===== src/rtl/xbar_sched_pkg.sv =====
package xbar_sched_pkg;

    typedef enum logic {
        CONN_SLOT   = 1'b0,
        CONN_PACKET = 1'b1
    } conn_mode_e;

    function automatic int unsigned src_of(input int unsigned q, input int unsigned n);
        return q / n;
    endfunction

    function automatic int unsigned dst_of(input int unsigned q, input int unsigned n);
        return q % n;
    endfunction

endpackage


===== src/rtl/oldest_matcher.sv =====
module oldest_matcher #(
    parameter int N_PORTS = 4,
    parameter int AGE_W   = 8,
    localparam int NQ     = N_PORTS * N_PORTS
) (
    input  logic [NQ-1:0]       req,
    input  logic [NQ*AGE_W-1:0] age,
    input  logic [N_PORTS-1:0]  in_free,
    input  logic [N_PORTS-1:0]  out_free,
    output logic [NQ-1:0]       grant
);
    import xbar_sched_pkg::*;

    logic [N_PORTS-1:0] in_av;
    logic [N_PORTS-1:0] out_av;
    logic               found;
    int unsigned        best;
    logic [AGE_W-1:0]   best_age;

    // Greedy passes: each pass grants the oldest request still compatible
    // with the free ports; strict comparison keeps the lowest flat index on ties.
    always_comb begin
        in_av    = in_free;
        out_av   = out_free;
        grant    = '0;
        found    = 1'b0;
        best     = 0;
        best_age = '0;
        for (int p = 0; p < N_PORTS; p++) begin
            found    = 1'b0;
            best     = 0;
            best_age = '0;
            for (int q = 0; q < NQ; q++) begin
                if (req[q] && in_av[src_of(q, N_PORTS)] && out_av[dst_of(q, N_PORTS)]) begin
                    if (!found || (age[q*AGE_W +: AGE_W] > best_age)) begin
                        found    = 1'b1;
                        best     = q;
                        best_age = age[q*AGE_W +: AGE_W];
                    end
                end
            end
            if (found) begin
                grant[best]                     = 1'b1;
                in_av[src_of(best, N_PORTS)]    = 1'b0;
                out_av[dst_of(best, N_PORTS)]   = 1'b0;
            end
        end
    end

endmodule


===== src/rtl/slot_timer.sv =====
module slot_timer #(
    parameter int SLOT_LEN = 8,
    localparam int CNT_W   = (SLOT_LEN > 1) ? $clog2(SLOT_LEN) : 1
) (
    input  logic clk,
    input  logic rst_n,
    output logic slot_edge
);
    localparam logic [CNT_W-1:0] LAST = CNT_W'(SLOT_LEN - 1);

    logic [CNT_W-1:0] cnt_d, cnt_q;

    always_comb begin
        cnt_d = (cnt_q == LAST) ? '0 : cnt_q + 1'b1;
    end

    // Starts on the last count so the first edge after reset is a boundary.
    always_ff @(posedge clk or negedge rst_n) begin
        if (!rst_n) cnt_q <= LAST;
        else        cnt_q <= cnt_d;
    end

    assign slot_edge = (cnt_q == LAST);

endmodule


===== src/rtl/hold_timer.sv =====
module hold_timer #(
    parameter int N_PORTS = 4,
    parameter int SIZE_W  = 4
) (
    input  logic                      clk,
    input  logic                      rst_n,
    input  logic [N_PORTS-1:0]        load,
    input  logic [N_PORTS*SIZE_W-1:0] load_len,
    output logic [N_PORTS-1:0]        last
);
    logic [N_PORTS*SIZE_W-1:0] rem_d, rem_q;

    for (genvar i = 0; i < N_PORTS; i++) begin : g_lane
        logic [SIZE_W-1:0] len_i;
        assign len_i = load_len[i*SIZE_W +: SIZE_W];

        always_comb begin
            rem_d[i*SIZE_W +: SIZE_W] = rem_q[i*SIZE_W +: SIZE_W];
            if (load[i]) begin
                rem_d[i*SIZE_W +: SIZE_W] = (len_i == '0) ? '0 : len_i - 1'b1;
            end else if (rem_q[i*SIZE_W +: SIZE_W] != '0) begin
                rem_d[i*SIZE_W +: SIZE_W] = rem_q[i*SIZE_W +: SIZE_W] - 1'b1;
            end
        end

        assign last[i] = (rem_q[i*SIZE_W +: SIZE_W] == '0);
    end

    always_ff @(posedge clk or negedge rst_n) begin
        if (!rst_n) rem_q <= '0;
        else        rem_q <= rem_d;
    end

endmodule


===== src/rtl/xbar_oldest_sched.sv =====
module xbar_oldest_sched #(
    parameter int N_PORTS  = 4,
    parameter int AGE_W    = 8,
    parameter int MAX_PKT  = 8,
    parameter int SLOT_LEN = 8,
    localparam int NQ      = N_PORTS * N_PORTS,
    localparam int SIZE_W  = $clog2(MAX_PKT + 1)
) (
    input  logic                 clk,
    input  logic                 rst_n,
    input  logic                 mode_async,
    input  logic [NQ-1:0]        voq_valid,
    input  logic [NQ*AGE_W-1:0]  voq_age,
    input  logic [NQ*SIZE_W-1:0] voq_size,
    output logic [NQ-1:0]        voq_deq,
    output logic [NQ-1:0]        out_sel,
    output logic [N_PORTS-1:0]   in_busy
);
    import xbar_sched_pkg::*;

    if (SLOT_LEN < MAX_PKT) begin : g_bad_slot
        $error("SLOT_LEN must cover the largest packet");
    end

    typedef struct packed {
        logic [NQ-1:0] conn;
        logic [NQ-1:0] deq;
    } sched_state_t;

    sched_state_t st_d, st_q;

    conn_mode_e                mode;
    logic                      slot_edge;
    logic [N_PORTS-1:0]        out_busy;
    logic [N_PORTS-1:0]        in_free;
    logic [N_PORTS-1:0]        out_free;
    logic [NQ-1:0]             grant;
    logic [N_PORTS-1:0]        hold_load;
    logic [N_PORTS*SIZE_W-1:0] hold_len;
    logic [N_PORTS-1:0]        hold_last;

    assign mode = conn_mode_e'(mode_async);

    // Port occupancy derived from the registered connection matrix.
    for (genvar i = 0; i < N_PORTS; i++) begin : g_in_busy
        assign in_busy[i] = |st_q.conn[i*N_PORTS +: N_PORTS];
    end

    for (genvar o = 0; o < N_PORTS; o++) begin : g_out
        logic [N_PORTS-1:0] col;
        for (genvar i = 0; i < N_PORTS; i++) begin : g_bit
            assign col[i]                 = st_q.conn[i*N_PORTS + o];
            assign out_sel[o*N_PORTS + i] = st_q.conn[i*N_PORTS + o];
        end
        assign out_busy[o] = |col;
    end

    // Slot mode matches over an empty fabric; packet mode only over idle ports.
    assign in_free  = (mode == CONN_SLOT) ? '1 : ~in_busy;
    assign out_free = (mode == CONN_SLOT) ? '1 : ~out_busy;

    slot_timer #(
        .SLOT_LEN (SLOT_LEN)
    ) u_slot (
        .clk       (clk),
        .rst_n     (rst_n),
        .slot_edge (slot_edge)
    );

    oldest_matcher #(
        .N_PORTS (N_PORTS),
        .AGE_W   (AGE_W)
    ) u_match (
        .req      (voq_valid),
        .age      (voq_age),
        .in_free  (in_free),
        .out_free (out_free),
        .grant    (grant)
    );

    hold_timer #(
        .N_PORTS (N_PORTS),
        .SIZE_W  (SIZE_W)
    ) u_hold (
        .clk      (clk),
        .rst_n    (rst_n),
        .load     (hold_load),
        .load_len (hold_len),
        .last     (hold_last)
    );

    always_comb begin
        st_d      = st_q;
        st_d.deq  = '0;
        hold_load = '0;
        hold_len  = '0;
        if (mode == CONN_SLOT) begin
            if (slot_edge) begin
                st_d.conn = grant;
                st_d.deq  = grant;
            end
        end else begin
            for (int i = 0; i < N_PORTS; i++) begin
                if (in_busy[i] && hold_last[i]) begin
                    st_d.conn[i*N_PORTS +: N_PORTS] = '0;
                end
            end
            st_d.conn = st_d.conn | grant;
            st_d.deq  = grant;
            for (int q = 0; q < NQ; q++) begin
                if (grant[q]) begin
                    hold_load[src_of(q, N_PORTS)]                     = 1'b1;
                    hold_len[src_of(q, N_PORTS)*SIZE_W +: SIZE_W]    = voq_size[q*SIZE_W +: SIZE_W];
                end
            end
        end
    end

    always_ff @(posedge clk or negedge rst_n) begin
        if (!rst_n) st_q <= '0;
        else        st_q <= st_d;
    end

    assign voq_deq = st_q.deq;

    // ---------------- assertions ----------------
    for (genvar o = 0; o < N_PORTS; o++) begin : g_ast_out
        AST_OUT_ONE_SOURCE: assert property (@(posedge clk) disable iff (!rst_n)
            $onehot0(out_sel[o*N_PORTS +: N_PORTS]));
    end

    for (genvar i = 0; i < N_PORTS; i++) begin : g_ast_in
        AST_IN_ONE_DEST: assert property (@(posedge clk) disable iff (!rst_n)
            $onehot0(st_q.conn[i*N_PORTS +: N_PORTS]));
        AST_PKT_KEEP: assert property (@(posedge clk) disable iff (!rst_n)
            (mode_async && in_busy[i] && !hold_last[i]) |=> in_busy[i]);
        AST_PKT_FREE: assert property (@(posedge clk) disable iff (!rst_n)
            (mode_async && in_busy[i] && hold_last[i]) |=> !in_busy[i]);
        AST_GRANT_IDLE_IN: assert property (@(posedge clk) disable iff (!rst_n)
            (mode_async && in_busy[i]) |-> (grant[i*N_PORTS +: N_PORTS] == '0));
    end

    for (genvar q = 0; q < NQ; q++) begin : g_ast_q
        AST_DEQ_WITH_CONN: assert property (@(posedge clk) disable iff (!rst_n)
            voq_deq[q] |-> out_sel[(q % N_PORTS)*N_PORTS + (q / N_PORTS)]);
        AST_DEQ_SINGLE: assert property (@(posedge clk) disable iff (!rst_n)
            (mode_async && voq_deq[q]) |=> (!voq_deq[q] || !mode_async));
    end

    AST_SLOT_HOLD: assert property (@(posedge clk) disable iff (!rst_n)
        (!mode_async && !slot_edge) |=> $stable(out_sel));

    AST_SLOT_NO_DEQ: assert property (@(posedge clk) disable iff (!rst_n)
        (!mode_async && !slot_edge) |=> (voq_deq == '0));

endmodule


===== config.mk =====
export PLATFORM = sky130hd
export DESIGN_NAME = xbar_oldest_sched
export DESIGN_NICKNAME = d
export VERILOG_FILES = /design/src/rtl/xbar_sched_pkg.sv /design/src/rtl/oldest_matcher.sv /design/src/rtl/slot_timer.sv /design/src/rtl/hold_timer.sv /design/src/rtl/xbar_oldest_sched.sv
export SDC_FILE = /design/constraint.sdc
export NUM_CORES = 1
export LEC_CHECK = 0
export BUFFER_PORTS_ARGS = -buffer_cell sky130_fd_sc_hd__buf_4
export CAP_MARGIN = 20
export CORE_ASPECT_RATIO = 1.1
export CORE_MARGIN = 2
export CORE_UTILIZATION = 30
export DETAILED_ROUTE_END_ITERATION = 8
export SLEW_MARGIN = 20
export SYNTH_ARGS = -nofsm -noshare
export SYNTH_HDL_FRONTEND = slang
export SYNTH_SLANG_ARGS = --single-unit

===== constraint.sdc =====
create_clock -name clk -period 207.3 [get_ports clk]
set_input_delay 20.73 -clock clk [delete_from_list [all_inputs] [get_ports clk]]
set_output_delay 20.73 -clock clk [all_outputs]
set_load 0.01 [all_outputs]

# == Word-level counts from Yosys, hierarchy flattened ==
# Cells that the tools add are included.
# totals
latch_bits,0
ramBits,0
register_bits,51
out_inout_bits,36
input_bits,211
memories,0
romBits,0
# classes
order_cmp,80
n_reduce_logical,287
n_div,0
eq_ne,1
shifts,0
bitwise,18
n_mul,0
muxes,449
add_sub_neg,9
# op_table
op,n
$mux W32,118
$mux W8,116
$gt A8 B8 Y1,60
$mux W4,45
$mux W1,154
$logic_and A1 B1 Y1,142
$ge A32 B1 Y1 const B,4
$lt A32 B5 Y1 const B,4
$ge A30 B1 Y1 const B,3
$lt A30 B3 Y1 const B,3
$mux W16,5
$or A16 B16 Y16,4
$logic_not A1 Y1,60
$logic_or A1 B1 Y1,60
$logic_not A4 Y1,8
$not A4 Y4,8
$reduce_or A4 Y1,8
$sub A4 B1 Y4 const B,8
$and A4 B4 Y4,6
$demux W1 S4,4
$reduce_bool A4 Y1,4
$demux W1 S2,6
$reduce_bool A2 Y1,5
$lt A2 B3 Y1 const B,3
4 further kinds,6

# == Logic depth before layout (Yosys ltp) ==
# Gate-level depths: netlist (run 1).
# depth
word_depth,290
ltp_mapped,595
ltp_nobuf,544

# == Hierarchy ==
# A second synthesis (run 1) with hierarchy kept.
# unflattened
cells_unflattened,2797
hier_area_um2,19941.6
# modules_own_cells
mod,cells_per_inst,n_inst,area_each_um2
oldest_matcher,2458,1,16749.8
xbar_oldest_sched,216,1,1959.4
hold_timer,117,1,1124.8
slot_timer,6,1,107.6

# == Worst setup path after synthesis (run 1) ==
# OpenSTA, ideal clock, no wires.
# synth_path
kind,in2reg
startpoint,in mode_async
endpoint,reg u_hold.rem_q[0]
slack_ps,95140
path_buffers,57
setup_ps,121
cell_stages,574
required_time_ps,207179
t_arrival_ps,112039
path_cell_list,buf_2 -> nand2_1 -> and3_1 -> clkbuf_1 -> nand2_1 -> ha_1 -> nor2b_1 -> o211ai_1 -> a211o_1 -> and3_1 -> nor2_1 -> clkbuf_1 -> nand2_1 -> o21ai_0 -> inv_1 -> ha_1 -> a21oi_1 -> o21ai_0 -> [... 538 more ...] -> o21ai_0 -> nand2b_1 -> a21oi_1 -> nor2_1 -> a211oi_1 -> o21bai_1 -> nand2_1 -> nand2_1 -> nor3_1 -> nor2_1 -> o31a_1 -> or4_1 -> clkbuf_1 -> a222oi_1 -> a21o_1 -> and2_1 -> nand2_1 -> a22o_1
# synth_between
elab_chain_len,288
elab_cells_between_ends,760
# synth_lines
item,line_no,text
from (decl),xbar_oldest_sched.sv:11,"input logic mode_async,"
$mux W4,xbar_oldest_sched.sv:59,assign in_free = (mode == CONN_SLOT) ? '1 : ~in_busy;
$logic_and A1 B1 Y1 (2 in a row),oldest_matcher.sv:34,"if (req[q] && in_av[src_of(q, N_PORTS)] && out_av[dst_of(q, N_PORTS)]) begin"
$mux W8 / $mux W1 (equally long branches),oldest_matcher.sv:34,
$gt A8 B8 Y1 / $logic_not A1 Y1 (equally long branches),oldest_matcher.sv:35,if (!found || (age[q*AGE_W +: AGE_W] > best_age)) begin
$logic_or A1 B1 Y1,oldest_matcher.sv:35,
$mux W8 / $mux W1 (equally long branches),oldest_matcher.sv:35,
$mux W8 / $mux W1 (equally long branches),oldest_matcher.sv:34,
$gt A8 B8 Y1 / $logic_not A1 Y1 (equally long branches),oldest_matcher.sv:35,
[... 268 more ...],-,
$demux W1 S4,-,
$or A16 B16 Y16 (no source line),-,
$mux W16,oldest_matcher.sv:42,if (found) begin
$mux W4 (4 in a row),xbar_oldest_sched.sv:111,if (grant[q]) begin
$mux W16,xbar_oldest_sched.sv:97,if (mode == CONN_SLOT) begin
$sub A4 B1 Y4 / $logic_not A4 Y1 (equally long branches),hold_timer.sv:20,rem_d[i*SIZE_W +: SIZE_W] = (len_i == '0) ? '0 : len_i - 1'b1;
$mux W4,hold_timer.sv:20,
$mux W4,hold_timer.sv:19,if (load[i]) begin
to (signal assigned),hold_timer.sv:31,else rem_q <= rem_d;
to (decl),hold_timer.sv:11,"logic [N_PORTS*SIZE_W-1:0] rem_d, rem_q;"
# Parallel ways exist; a longest one is shown, timed or not.
# A chain may end at the register's enable or synchronous reset.

# == Worst setup path after layout (run 1) ==
# layout_path
startpoint,in mode_async
endpoint,reg u_hold.rem_q[5]
# Same word-level chain as after synthesis.

==> results.toml, run 1 <==
[drt]
drc_errors = 0
drtAntennaViolNets = 0
wirelength_um = 82000
drt_pass1_iterations = 6
routed-via-count = 22500
wl_per_cell_um = 21.0
drt_iter0_markers = 1915
post_drt_via_cell_ratio = 5.75

[critical_path]
cp_max_fo = 40
slowest_delay_ns = 0.80
slowest_stage = "a21oi_1"
cp.required_ns = 207.45
crit_arrival_ns = 127.27
worst_setup_path_end_kind = "register"
startpoint_type = "primary input"
crit_type = "primary input to register"
crit_top_cell = "a21oi_1"

[cts]
postCtsHoldBufs = 0
cts_root_buf = "clkbuf_16"
clkTransAtPathRegs_ns = 0.07
numCtsBuffers = 5
h-tree-depth = 2
cts_sinks = 51
clockBufferDepth = 2
cts_resized = 0
clock_latency_ns = 0.30
cts_tree = "yes"
cts_setup_buffers = 0

[global_route]
grt_overflow = 0
grt_pass1_wl_um = 124000
antenna_found_initial = 2
grt_start_max_net_pins = 52
first_global_vias = 21000
grt_usage_pct = 22.8

[placed_design]
hpwl_um = 69700
placed_cells = 3902
place.gp.congestion = 0.974
io_buffers = 246

[worst_hold_path]
hold_class = "register to register"

[sta]
finalSetupTns_ns = 0
max_freq_mhz = 7.87
tightest_slew_ns = 1.07
setup_violations = 0
slew_viol_final = 0
fin_crit_ns = 127.12
slew-limit-headroom_pct = 28.2
hold_violations = 0
fin_skew_ns = 0.00655
holdWs_ns = 0.489
fin_crit_sh_pct = 61.3
rsz0062_at_grt = "no"

[floorplan]
core_um2 = 66100
initial_core_util_pct = 30.3
die_y_um = 275
rows = 99
pin_count = 247
die-area_um2 = 68800
die_w_um = 250

[synthesis]
yosysMostFrequentCell = "ha_1"
synth_flop_cell = "dfrtp_1"
synthArstFlopShare_pct = 100
ys_seq_area_share_pct = 6.39
syn_inst = 2873
yosysWarnings = 0
synth_area_leaders = "ha_1, a21oi_1, dfrtp_1, o21ai_0, inv_1"
syn-cell-area_um2 = 20000
synth_commonest_cells = "ha_1, inv_1, nand2_1"
yosys.area.top_type_share_pct = 21.9
yosysTopAreaCell = "ha_1"
syn_area_per_cell_um2 = 6.97
yosysUniqueCellTypes = 113
ys_ff_latch = 51
synth_nets = 3435
synth_edf_count = 0

[cells_and_area]
area_growth_syn_to_layout_pct = 14.6
drive_above_1_share_pct = 14.2
fin_cells = 3914
fin_nets = 3614

[run]
drv_cap = 0

[status]
status = "finished clean"
## sequential cells by signal, summed over array words and instances (netlist names)
| register | cells |
|---|---|
| out_sel | 16 |
| u_hold.rem_q | 16 |
| voq_deq | 16 |
| u_slot.cnt_q | 3 |
## worst max-delay path, delay by kind of cell
kind	cells	cell delay (ns)
AND/OR/NAND/NOR	146	25.55
buffers and inverters	44	6.57
adder cells (fa/ha/maj)	45	12.78
multiplexers	20	6.70
AO/OA/AOI/OAI	269	54.70
## cells in the final DEF (no fill, tap or decap), types with 10 or more instances in the layout
master    netlist  routed
ha_1          351     351
inv_1         278     278
buf_4           7     276
nand2_1       263     263
a21oi_1       240     240
nor2_1        224     223
o21ai_0       220     218
nand3_1       121     121
a21o_1         86      86
mux2i_1        76      76
mux2_2         63      63
nor2b_1        61      61
nand4_1        50      50
dfrtp_1        48      48
nand2b_1       47      47
nor3_1         45      45
o21a_1         44      44
and2_1         40      40
a31oi_1        38      38
and3_1         37      37
a22oi_1        28      28
a211oi_1       27      27
o211ai_1       25      25
o22ai_1        24      24
o21ai_1        17      19
or3_1          17      17
a211o_1        15      15
or2_2          12      12
o31a_1         10      10
## layer usage
metal | GRT usage (%) | vias to the layer above | share of wire [%]
met5 | 0 | - | 0.016
met4 | 8.79 | 2 | 4.3
met3 | 2.26 | 182 | 5.5
met2 | 40.5 | 855 | 48
met1 | 28.5 | 10500 | 42
li1 | - | 11000 | -
## worst paths after layout
check | from | end | slack [ns] | cells after the start
min in group asynchronous | rst_n | voq_deq[2]$_DFF_PN0_ | 20.46 | 1
max in group asynchronous | rst_n | u_hold.rem_q[10]$_DFFE_PN0P_ | 186.38 | 1
min reg2reg | u_slot.cnt_q[0]$_DFF_PN1_ | u_slot.cnt_q[0]$_DFF_PN1_ | 0.49 | 1
max | mode_async | u_hold.rem_q[5]$_DFFE_PN0P_ | 80.18 | 524
max reg2reg | out_sel[1]$_DFFE_PN0P_ | u_hold.rem_q[5]$_DFFE_PN0P_ | 99.70 | 523
min | u_slot.cnt_q[0]$_DFF_PN1_ | u_slot.cnt_q[0]$_DFF_PN1_ | 0.49 | 1
## cell families (layout without fill, tap and decap cells)
family / after synthesis / count (layout) / synth area share, %
muxes: 141 / 141 / 7.49
DFF: 51 / 51 / 6.39
buffers and inverters: 385 / 565 / 7.46
and+or+nand+nor: 977 / 977 / 23.9
other: 0 / 3 / 0
adders and majority gates: 351 / 351 / 21.9
xor gates and xnor gates: 16 / 16 / 0.700
AOI/OAI and AO/OA: 952 / 952 / 32.2
## through the flow
stage          setup slack (ns)  area [µm²]  util, %
2_1_floorplan             95.14       20000        -
3_3_place_gp              82.29       22700     34.4
3_5_place_dp              81.29       22700     34.4
4_1_cts                   81.23       22900     34.7
5_1_grt                   70.95       22900     34.7
6_report                  80.18       22900     34.7
## area by class of cell
class,count,area (µm²)
antenna,3,7.51
clock buffer,6,139
clock inverter,2,38.8
fill,7254,43200
inverter,280,1050
multi-input combinational,2437,17300
sequential,51,1280
tap,858,1070
timing repair buffer,277,2080
Power of run 1 is not shown: default switching activity piles up to over one toggle a cycle in this logic, so the estimate is an artifact.
==> run 2: changes to the inputs <==
Clock period 207.3 ns to 124.3 ns, I/O delays scaled along.
==> results.toml, run 2 (synthesized netlist as in run 1, its figures left out) <==
[status]
status = "finished clean"

[cells_and_area]
mostFrequentLayoutCells = "ha_1, inv_1, buf_4"
final_common_cell = "ha_1"
area_growth_syn_to_layout_pct = 15.0
fin_nets = 3617
multiInputGateArea_um2 = 17400
seq_area_um2 = 1280
drive_above_1_share_pct = 15.0
fillers = 7235
fin_cells = 3917

[critical_path]
critPathTopFamily = "compound AO/OA/AOI/OAI gates"
startpoint_type = "primary input"
worst_setup_path_end_kind = "register"
cp_max_fo = 40
crit_type = "primary input to register"
cp.buffers_inverters = 46
crit_arrival_ns = 115.98
slowest_delay_ns = 0.75
slowest_stage = "or4_1"
crit_top_cell = "a21oi_1"
cp.required_ns = 124.49

[sta]
rsz0062_at_grt = "no"
slew-limit-headroom_pct = 21.7
tightest_slew_ns = 1.16
hold_violations = 0
setup_violations = 0
finalSetupTns_ns = 0
slew_viol_final = 0
max_freq_mhz = 8.64
fin_crit_ns = 115.78
holdWs_ns = 0.494
fin_crit_sh_pct = 93.1
fin_skew_ns = 0.00920

[drt]
wirelength_um = 81800
drt_pass1_iterations = 6
drc_errors = 0
post_drt_via_cell_ratio = 5.76
drt_iter0_markers = 1937
routed-via-count = 22600
wl_per_cell_um = 20.9
drtAntennaViolNets = 0

[global_route]
grt_pass1_wl_um = 124000
antenna_found_initial = 4
grt_start_max_net_pins = 52
first_global_vias = 21400
grt_usage_pct = 22.7
grt_overflow = 0

[floorplan]
initial_core_util_pct = 30.3
die_y_um = 275
die-area_um2 = 68800
core_um2 = 66100
die_w_um = 250
rows = 99
pin_count = 247

[cts]
clock_latency_ns = 0.30
postCtsHoldBufs = 0
clkTransAtPathRegs_ns = 0.08
cts_tree = "yes"
cts_sinks = 51
clockBufferDepth = 2
numCtsBuffers = 5
h-tree-depth = 2
cts_root_buf = "clkbuf_16"

[placed_design]
place.gp.congestion = 0.990
placed_cells = 3901
hpwl_um = 69300
io_buffers = 246

[worst_hold_path]
hold_class = "register to register"

[run]
drv_cap = 0
-- run 2: repair_timing --
item / CTS / global route
setup buffers: 0 / 3
hold endpoints to repair: 0 / 0
setup endpoints to repair: 0 / 48
gates resized for setup: 0 / 27
-- run 2: cell type report --
| class | count | area share [%] |
|---|---|---|
| multi-input combinational | 2438 | 75.4 |
| timing repair buffer | 279 | 9.10 |
| sequential | 51 | 5.56 |
| tap | 858 | 4.66 |
| inverter | 280 | 4.57 |
| clock buffer | 6 | 0.603 |
| clock inverter | 2 | 0.0707 |
| antenna | 3 | 0.0326 |
-- run 2: worst paths after layout --
kind,start,to,slack [ns],depth (start not counted)
min in group asynchronous,rst_n,voq_deq[1]$_DFF_PN0_,12.16,1
hold reg to reg,u_slot.cnt_q[0]$_DFF_PN1_,u_slot.cnt_q[0]$_DFF_PN1_,0.49,1
max in group asynchronous,rst_n,u_hold.rem_q[10]$_DFFE_PN0P_,111.67,1
setup / recovery,mode_async,u_hold.rem_q[0]$_DFFE_PN0P_,8.52,531
hold / removal,u_slot.cnt_q[0]$_DFF_PN1_,u_slot.cnt_q[0]$_DFF_PN1_,0.49,1
setup reg to reg,out_sel[0]$_DFFE_PN0P_,u_hold.rem_q[0]$_DFFE_PN0P_,20.02,530
-- run 2: through the flow --
step	setup WS (ns)	area [µm²]	util, %
global placement	6.13	22700	34.4
floorplan	20.44	20000	-
CTS	4.86	22900	34.6
finish	8.52	23000	34.8
detailed placement	4.97	22700	34.4
global route	0.0155	23000	34.8
-- run 2: per-layer routing --
layer | routed length, µm | GRT usage [%] | up-vias
met5 | 13 | 0 | -
met2 | 39100 | 39.8 | 803
li1 | - | - | 11000
met3 | 4480 | 2.41 | 184
met1 | 34700 | 28.4 | 10600
met4 | 3460 | 8.93 | 2
-- run 2: worst reg2reg max path, delay by kind of cell, from the launching register on --
family	cells	cell delay [ns]
fa+ha+maj	45	12.80
flops	1	0.50
mux	18	5.72
simple gates	151	24.06
compound gates	272	54.70
buf+inv	44	6.36
Power of run 2 is left out for the same reason.
==> run 3: changes to the inputs <==
Settings changed: CORE_ASPECT_RATIO 1.1 to unset.
==> results.toml, run 3 (synthesized netlist as in run 1, its figures left out) <==
[status]
status = "finished clean"

[worst_hold_path]
hold_class = "register to register"

[critical_path]
cp.buffers_inverters = 47
crit_start = "mode_async"
r2r_end = "u_hold.rem_q[5]$_DFFE_PN0P_"
worst_setup_path_end_kind = "register"
rr_startpoint = "out_sel[1]$_DFFE_PN0P_"
critPathTopFamily = "compound AO/OA/AOI/OAI gates"
rr_worst_depth = 524
crit_cells = 525
cp_max_fo = 40
crit_top_cell = "a21oi_1"
r2r_setup_slack_ns = 19.97
startpoint_type = "primary input"
crit_arrival_ns = 115.73
crit_type = "primary input to register"
cp.required_ns = 124.46
slowest_delay_ns = 0.58
crit_path_end = "u_hold.rem_q[5]$_DFFE_PN0P_"
slowest_stage = "a2111o_2"

[drt]
drtAntennaViolNets = 0
wirelength_um = 82000
drt_pass1_iterations = 8
routed-via-count = 22700
drt_iter0_markers = 2236
wl_per_cell_um = 20.9
post_drt_via_cell_ratio = 5.78
drc_errors = 0

[sta]
max_freq_mhz = 8.65
slew_viol_final = 0
fin_crit_ns = 115.57
fin_skew_ns = 0.00842
fin_crit_sh_pct = 93.0
rsz0062_at_grt = "no"
hold_violations = 0
tightest_slew_ns = 1.13
setup_violations = 0
finalSetupTns_ns = 0
slew-limit-headroom_pct = 23.9

[floorplan]
die_w_um = 262
rows = 94
die_y_um = 262
core_um2 = 65900
initial_core_util_pct = 30.4
pin_count = 247
die-area_um2 = 68800

[cts]
clock_latency_ns = 0.30
clockBufferDepth = 2
postCtsHoldBufs = 0
cts_sinks = 51
cts_root_buf = "clkbuf_16"
numCtsBuffers = 5
cts_tree = "yes"
h-tree-depth = 2
clkTransAtPathRegs_ns = 0.07

[global_route]
grt_usage_pct = 22.6
first_global_vias = 21600
grt_overflow = 0
grt_start_max_net_pins = 52
grt_pass1_wl_um = 125000
antenna_found_initial = 4

[cells_and_area]
mostFrequentLayoutCells = "ha_1, inv_1, buf_4"
fin_nets = 3616
final_common_cell = "ha_1"
area_growth_syn_to_layout_pct = 15.0
fillers = 7134
drive_above_1_share_pct = 14.8

[run]
drv_cap = 0

[placed_design]
place.gp.congestion = 0.948
hpwl_um = 68900
io_buffers = 246
-- run 3: changes by cell type in the layout (fill, tap and decap cells not counted), sizes merged --
| cell | previous run | this run |
|---|---|---|
| clkbuf | 7 | 6 |
| o31ai | 17 | 16 |
| diode | 3 | 4 |
| buf | 278 | 279 |
-- run 3: repair_timing --
item                                    in CTS  in global routing
resized for setup                            0                 23
endpoints found under the setup margin       0                 48
setup buffers                                0                  8
-- run 3: routing by layer --
layer / global-route usage (%) / wire (µm)
met1: 30.1 / 35900
met2: 36.9 / 37100
met3: 3.27 / 6140
met4: 8.05 / 2900
met5: 0 / 0
-- run 3: per-stage QoR --
step / hold slack [ns] / instances / area [µm²] / utilization, % / worst slack, ns
floorplan: 0.458 / 2873 / 20000 / - / 20.44
global placement: 0.466 / 3902 / 22700 / 34.5 / 5.95
detailed placement: 0.483 / 3903 / 22700 / 34.5 / 6.36
CTS: 0.491 / 3911 / 22900 / 34.7 / 6.30
global route: 0.497 / 3922 / 23000 / 34.9 / 0.0280
finish: 0.489 / 3923 / 23000 / 35.0 / 8.73
-- run 3: worst min path at each step --
stage,slack (ns),start,endpoint,cells after the start
floorplan,0.46,u_slot.cnt_q[0]$_DFF_PN1_,u_slot.cnt_q[0]$_DFF_PN1_,1
global placement,0.47,u_slot.cnt_q[0]$_DFF_PN1_,u_slot.cnt_q[0]$_DFF_PN1_,1
detailed placement,0.48,u_slot.cnt_q[0]$_DFF_PN1_,u_slot.cnt_q[0]$_DFF_PN1_,1
CTS,0.49,u_slot.cnt_q[0]$_DFF_PN1_,u_slot.cnt_q[0]$_DFF_PN1_,1
global route,0.50,u_slot.cnt_q[0]$_DFF_PN1_,u_slot.cnt_q[0]$_DFF_PN1_,1
finish,0.49,u_slot.cnt_q[0]$_DFF_PN1_,u_slot.cnt_q[0]$_DFF_PN1_,1
-- run 3: worst reg2reg max path, delay by kind of cell (launching register included) --
family | cells | cell delay (ns)
mux | 20 | 6.70
simple gates | 140 | 22.04
compound gates | 273 | 55.47
buf+inv | 46 | 6.66
flops | 1 | 0.51
fa+ha+maj | 45 | 12.75
-- run 3: final cells by class --
cell class	count	area [µm²]	share of cell area, %
multi-input cells	2437	17400	75.4
flip-flops and latches	51	1280	5.56
diodes	4	10.0	0.0435
clock buffers	6	139	0.603
well taps	864	1080	4.70
repair buffers	279	2090	9.09
clock inverters	2	16.3	0.0707
inverters	280	1050	4.57
Power of run 3 is left out for the same reason.
